--- config.mk ---
export PLATFORM = sky130hd
export DESIGN_NAME = trig_seq
export DESIGN_NICKNAME = d
export VERILOG_FILES = /design/src/rtl/trig_seq.sv
export SDC_FILE = /design/constraint.sdc
export NUM_CORES = 1
export LEC_CHECK = 0
export BUFFER_PORTS_ARGS = -buffer_cell sky130_fd_sc_hd__buf_2
export CAP_MARGIN = 0
export CORE_MARGIN = 2
export CORE_UTILIZATION = 25
export CTS_BUF_LIST = sky130_fd_sc_hd__clkbuf_4 sky130_fd_sc_hd__clkbuf_8 sky130_fd_sc_hd__clkbuf_16
export DETAILED_ROUTE_END_ITERATION = 8
export MAX_ROUTING_LAYER = met4
export PLACE_DENSITY = 0.37
export SETUP_SLACK_MARGIN = 0.1
export SYNTH_ARGS = -nofsm -noshare
export SYNTH_HDL_FRONTEND = slang
export SYNTH_SLANG_ARGS = --single-unit
--- constraint.sdc ---
create_clock -name clk -period 6.62 [get_ports clk]
set_clock_uncertainty 0.2 [all_clocks]
set_input_delay 0 -clock clk [delete_from_list [all_inputs] [get_ports clk]]
set_output_delay 0 -clock clk [all_outputs]
set_load 0.03 [all_outputs]
--- src/rtl/trig_seq.sv ---
module trig_seq #(
  parameter int DIV_W = 32,
  parameter int CNT_W = 16
) (
  input  logic             clk,
  input  logic             rst_n,
  input  logic [1:0]       mode,
  input  logic [DIV_W-1:0] div_val,
  input  logic [CNT_W-1:0] loop_cnt,
  input  logic             fire,
  input  logic             src_int,
  input  logic             ext_trig,
  input  logic             busy,
  output logic             trig_out
);
  localparam logic [1:0] M_STOP = 2'b00;
  localparam logic [1:0] M_ONE  = 2'b01;
  localparam logic [1:0] M_LOOP = 2'b10;
  localparam logic [1:0] M_FREE = 2'b11;
  localparam int TW = DIV_W + 1;

  logic           s1, s2, s3;
  logic           run;
  logic [TW-1:0]  tmr;
  logic [CNT_W-1:0] left;
  logic           trig_q;

  wire [TW-1:0] per_m1 = (div_val <= DIV_W'(1)) ? TW'(1) : ({div_val, 1'b0} - TW'(1));
  wire hit      = run && (mode != M_STOP) && (tmr == '0);
  wire last     = (mode != M_FREE) && (left == CNT_W'(1));
  wire ext_rise = s2 & ~s3;
  wire can_go   = fire && (mode != M_STOP) && ((mode != M_LOOP) || (loop_cnt != '0));

  always_ff @(posedge clk) begin
    if (!rst_n) begin
      {s3, s2, s1} <= '0;
      run    <= 1'b0;
      tmr    <= '0;
      left   <= '0;
      trig_q <= 1'b0;
    end else begin
      {s3, s2, s1} <= {s2, s1, ext_trig};
      if (mode == M_STOP) begin
        run <= 1'b0;
      end else if (!run) begin
        if (can_go) begin
          run  <= 1'b1;
          tmr  <= '0;
          left <= (mode == M_ONE) ? CNT_W'(1) : loop_cnt;
        end
      end else if (hit) begin
        tmr  <= per_m1;
        left <= left - CNT_W'(1);
        if (last) run <= 1'b0;
      end else begin
        tmr <= tmr - TW'(1);
      end
      trig_q <= (src_int ? hit : ext_rise) & ~busy;
    end
  end

  assign trig_out = trig_q;

  p_stop_out_r1: assert property (@(posedge clk) disable iff (!rst_n)
    (mode == M_STOP && src_int) |=> !trig_out);
  p_stop_idle_r1: assert property (@(posedge clk) disable iff (!rst_n)
    (mode == M_STOP) |=> !run);
  p_gap_r5: assert property (@(posedge clk) disable iff (!rst_n)
    hit |=> !hit);
  p_ext_src_r7: assert property (@(posedge clk) disable iff (!rst_n)
    (trig_out && !$past(src_int)) |-> $past(ext_trig, 3));
  p_busy_r8: assert property (@(posedge clk) disable iff (!rst_n)
    busy |=> !trig_out);
  p_pulse_r9: assert property (@(posedge clk) disable iff (!rst_n)
    trig_out |=> !trig_out);
endmodule

==> metrics.cfg <==
[power]
p_comb_frac=0.516
p_per_area_nw_per_um2=285.6
power_mw=1.478
p_leak_nw=1.908
clockPowerShare=0.188
intPower_uw=808.1
swShare=0.4534
p_sw_uw=670.3
seqPwrFrac=0.296
vdd_drop_max_mv=0.1297

[clocking]
clk_pin_slew_ns=0.08
cts-root-buf=clkbuf_16
cts_sinks=54
post_cts_resized=0
cts_hold_buf=49
postCtsSetupRepairBufs=0
tritoncts=done
ctsLongestPathBuffers=2
clk_latency_ns=0.31
htreeDepth=2
cts_made_buffers=5

[grt]
grt_start_max_net_pins=35
gr-max-usage-layer=met2
grt_use_met1=0.2395
grt_pass1_vias=4215
track_usage=0.1803
grt_pass1_wl_um=23060
met3_usage=0.02841
grtUsageMet2=0.2899
antenna_found_initial=0
gr-total-overflow=0

[setup_path]
end_kind=flip-flop
start_kind=flip-flop
cp.required_ns=6.67
crit_type=reg2reg
critPathArrivalTime_ns=4.04
path_max_fanout=21

[finish]
n_antenna_cell=0
fin_util=0.3270
final_cells=840
area_growth_pct=28.20
drive_above_1_share=0.1538
nets=685

[run_status]
status=complete, no violations

[min_path]
hold_class=in2reg

[yosys]
ys_seq_area_frac=0.2677
synth-async-reset-ratio=0
ys_warn_count=0
synth.distinct_cells=71
synth_edf_count=0
synth_seq_cells=54
syn-instance-count=533
synth_fp_nets=595
syn_area_per_cell_um2=7.575
netlist_area_um2=4038
synth_flop_cell=dfxtp_1

[routing]
drt-total-wl_um=14720
dr.pass1.iters=5
drtIter0Drc=314
wl_per_cell_um=17.52
avgViaCountPerCell=5.370
vias=4511
drc=0
antenna_left=0

[placement]
portBuffers=56
place_congestion=0.8227
dp.cells=783
dpl.hpwl_um=10480

[floorplanning]
die_y_um=131.1
core_um2=15830
num_rows=46
floorplan.initialDensity=0.2551
dieArea_um2=17180
io_pins=57
fp.dieW_um=131.1

[timing]
finalSetupTns_ns=0
fmax_mhz=251.2
rsz0062_at_grt=false
period_share=0.6015
slew_headroom=0.4142
whs_ns=0.01544
setup_viol=0
slew_violations=0
tightest_slew_ns=0.8755
finalHoldViolCount=0
layout_min_cycle_time_ns=3.982

[run]
drv_cap=0

==> layout make-up <==
cell class | instances | area, µm²
inverter | 15 | 56.30
tap | 216 | 270.3
clock buffer | 6 | 132.6
fill | 1715 | 10650
clock inverter | 2 | 13.76
sequential | 54 | 1081
timing repair buffer | 114 | 838.3
multi-input combinational | 433 | 2784
==> critical path, stage by stage, from the launching register on <==
cell and delay (ns):
dfxtp_1 0.37, nor4_2 0.42, nand4_1 0.54, or4_1 0.94
a21oi_4 0.61, o21ai_0 0.15, a21oi_1 0.14, dlygate4sd3_1 0.55
==> placed cells by master, fill, tap and decap left out, drive strengths merged, types with 10 or more instances in the layout <==
master and instances:
or3 10, xor2 29, nor2 45, inv 14, dlygate4sd3 49, a22oi 10, nand2 36, nand3 14
nor3 47, a21oi 49, nor4 32, dfxtp 54, o21ai 32, buf 65
==> worst paths after layout <==
| kind | start | end | slack (ns) | depth (start not counted) |
|---|---|---|---|---|
| max reg2reg | tmr[21] | left[10] | 2.64 | 7 |
| min | loop_cnt[2] | left[2] | 0.02 | 4 |
| max | tmr[21] | left[10] | 2.64 | 7 |
| min reg2reg | s1 | s2 | 0.24 | 1 |
==> registers in the layout, indices dropped and copies added, names as in the netlist <==
| register | count |
|---|---|
| tmr | 33 |
| left | 16 |
| run | 1 |
| s1 | 1 |
| s2 | 1 |
| s3 | 1 |
| trig_out | 1 |
==> metal layers <==
metal	part of all wire	up-vias
met5	0	-
li1	-	2222
met3	0.043	8
met1	0.48	2137
met2	0.46	144
met4	0.0092	0
==> through the flow <==
step / worst slack [ns] / instance area (µm²)
floorplan: 4.177 / 4038
global placement: 3.152 / 4539
detailed placement: 3.093 / 4539
CTS: 2.631 / 5176
global route: 2.355 / 5176
finish: 2.638 / 5176
==> cell usage after synthesis (all sizes together), types with 10 or more instances <==
| library cell | n | area (µm²) |
|---|---|---|
| a21oi | 49 | 260.3 |
| a22oi | 10 | 75.07 |
| clkbuf | 23 | 86.33 |
| dfxtp | 54 | 1081 |
| inv | 14 | 52.55 |
| nand2 | 36 | 135.1 |
| nand3 | 14 | 75.07 |
| nor2 | 45 | 168.9 |
| nor3 | 47 | 245.2 |
| nor4 | 32 | 234.0 |
| o21ai | 32 | 160.2 |
| or3 | 10 | 62.56 |
| xor2 | 29 | 254.0 |
==> cells by family (layout without fill, tap and decap cells) <==
family / count (synthesis) / count (layout) / synth area share
and+or+nand+nor: 229 / 229 / 0.3102
AOI/OAI and AO/OA: 161 / 161 / 0.2739
DFF: 54 / 54 / 0.2677
buffers and inverters: 46 / 137 / 0.04927
xor gates and xnor gates: 37 / 37 / 0.08026
adders and majority gates: 6 / 6 / 0.01859
==> power groups by stage <==
stage / registers (mW) / clock network (mW) / logic [mW]
after CTS: 0.436 / 0.291 / 0.759
after floorplan: 0.424 / 0 / 0.537
after global placement: 0.444 / 0 / 0.733
after global routing: 0.446 / 0.303 / 0.849
after detailed placement: 0.443 / 0 / 0.732
final: 0.438 / 0.278 / 0.762
(Power assumes the default switching activity.)
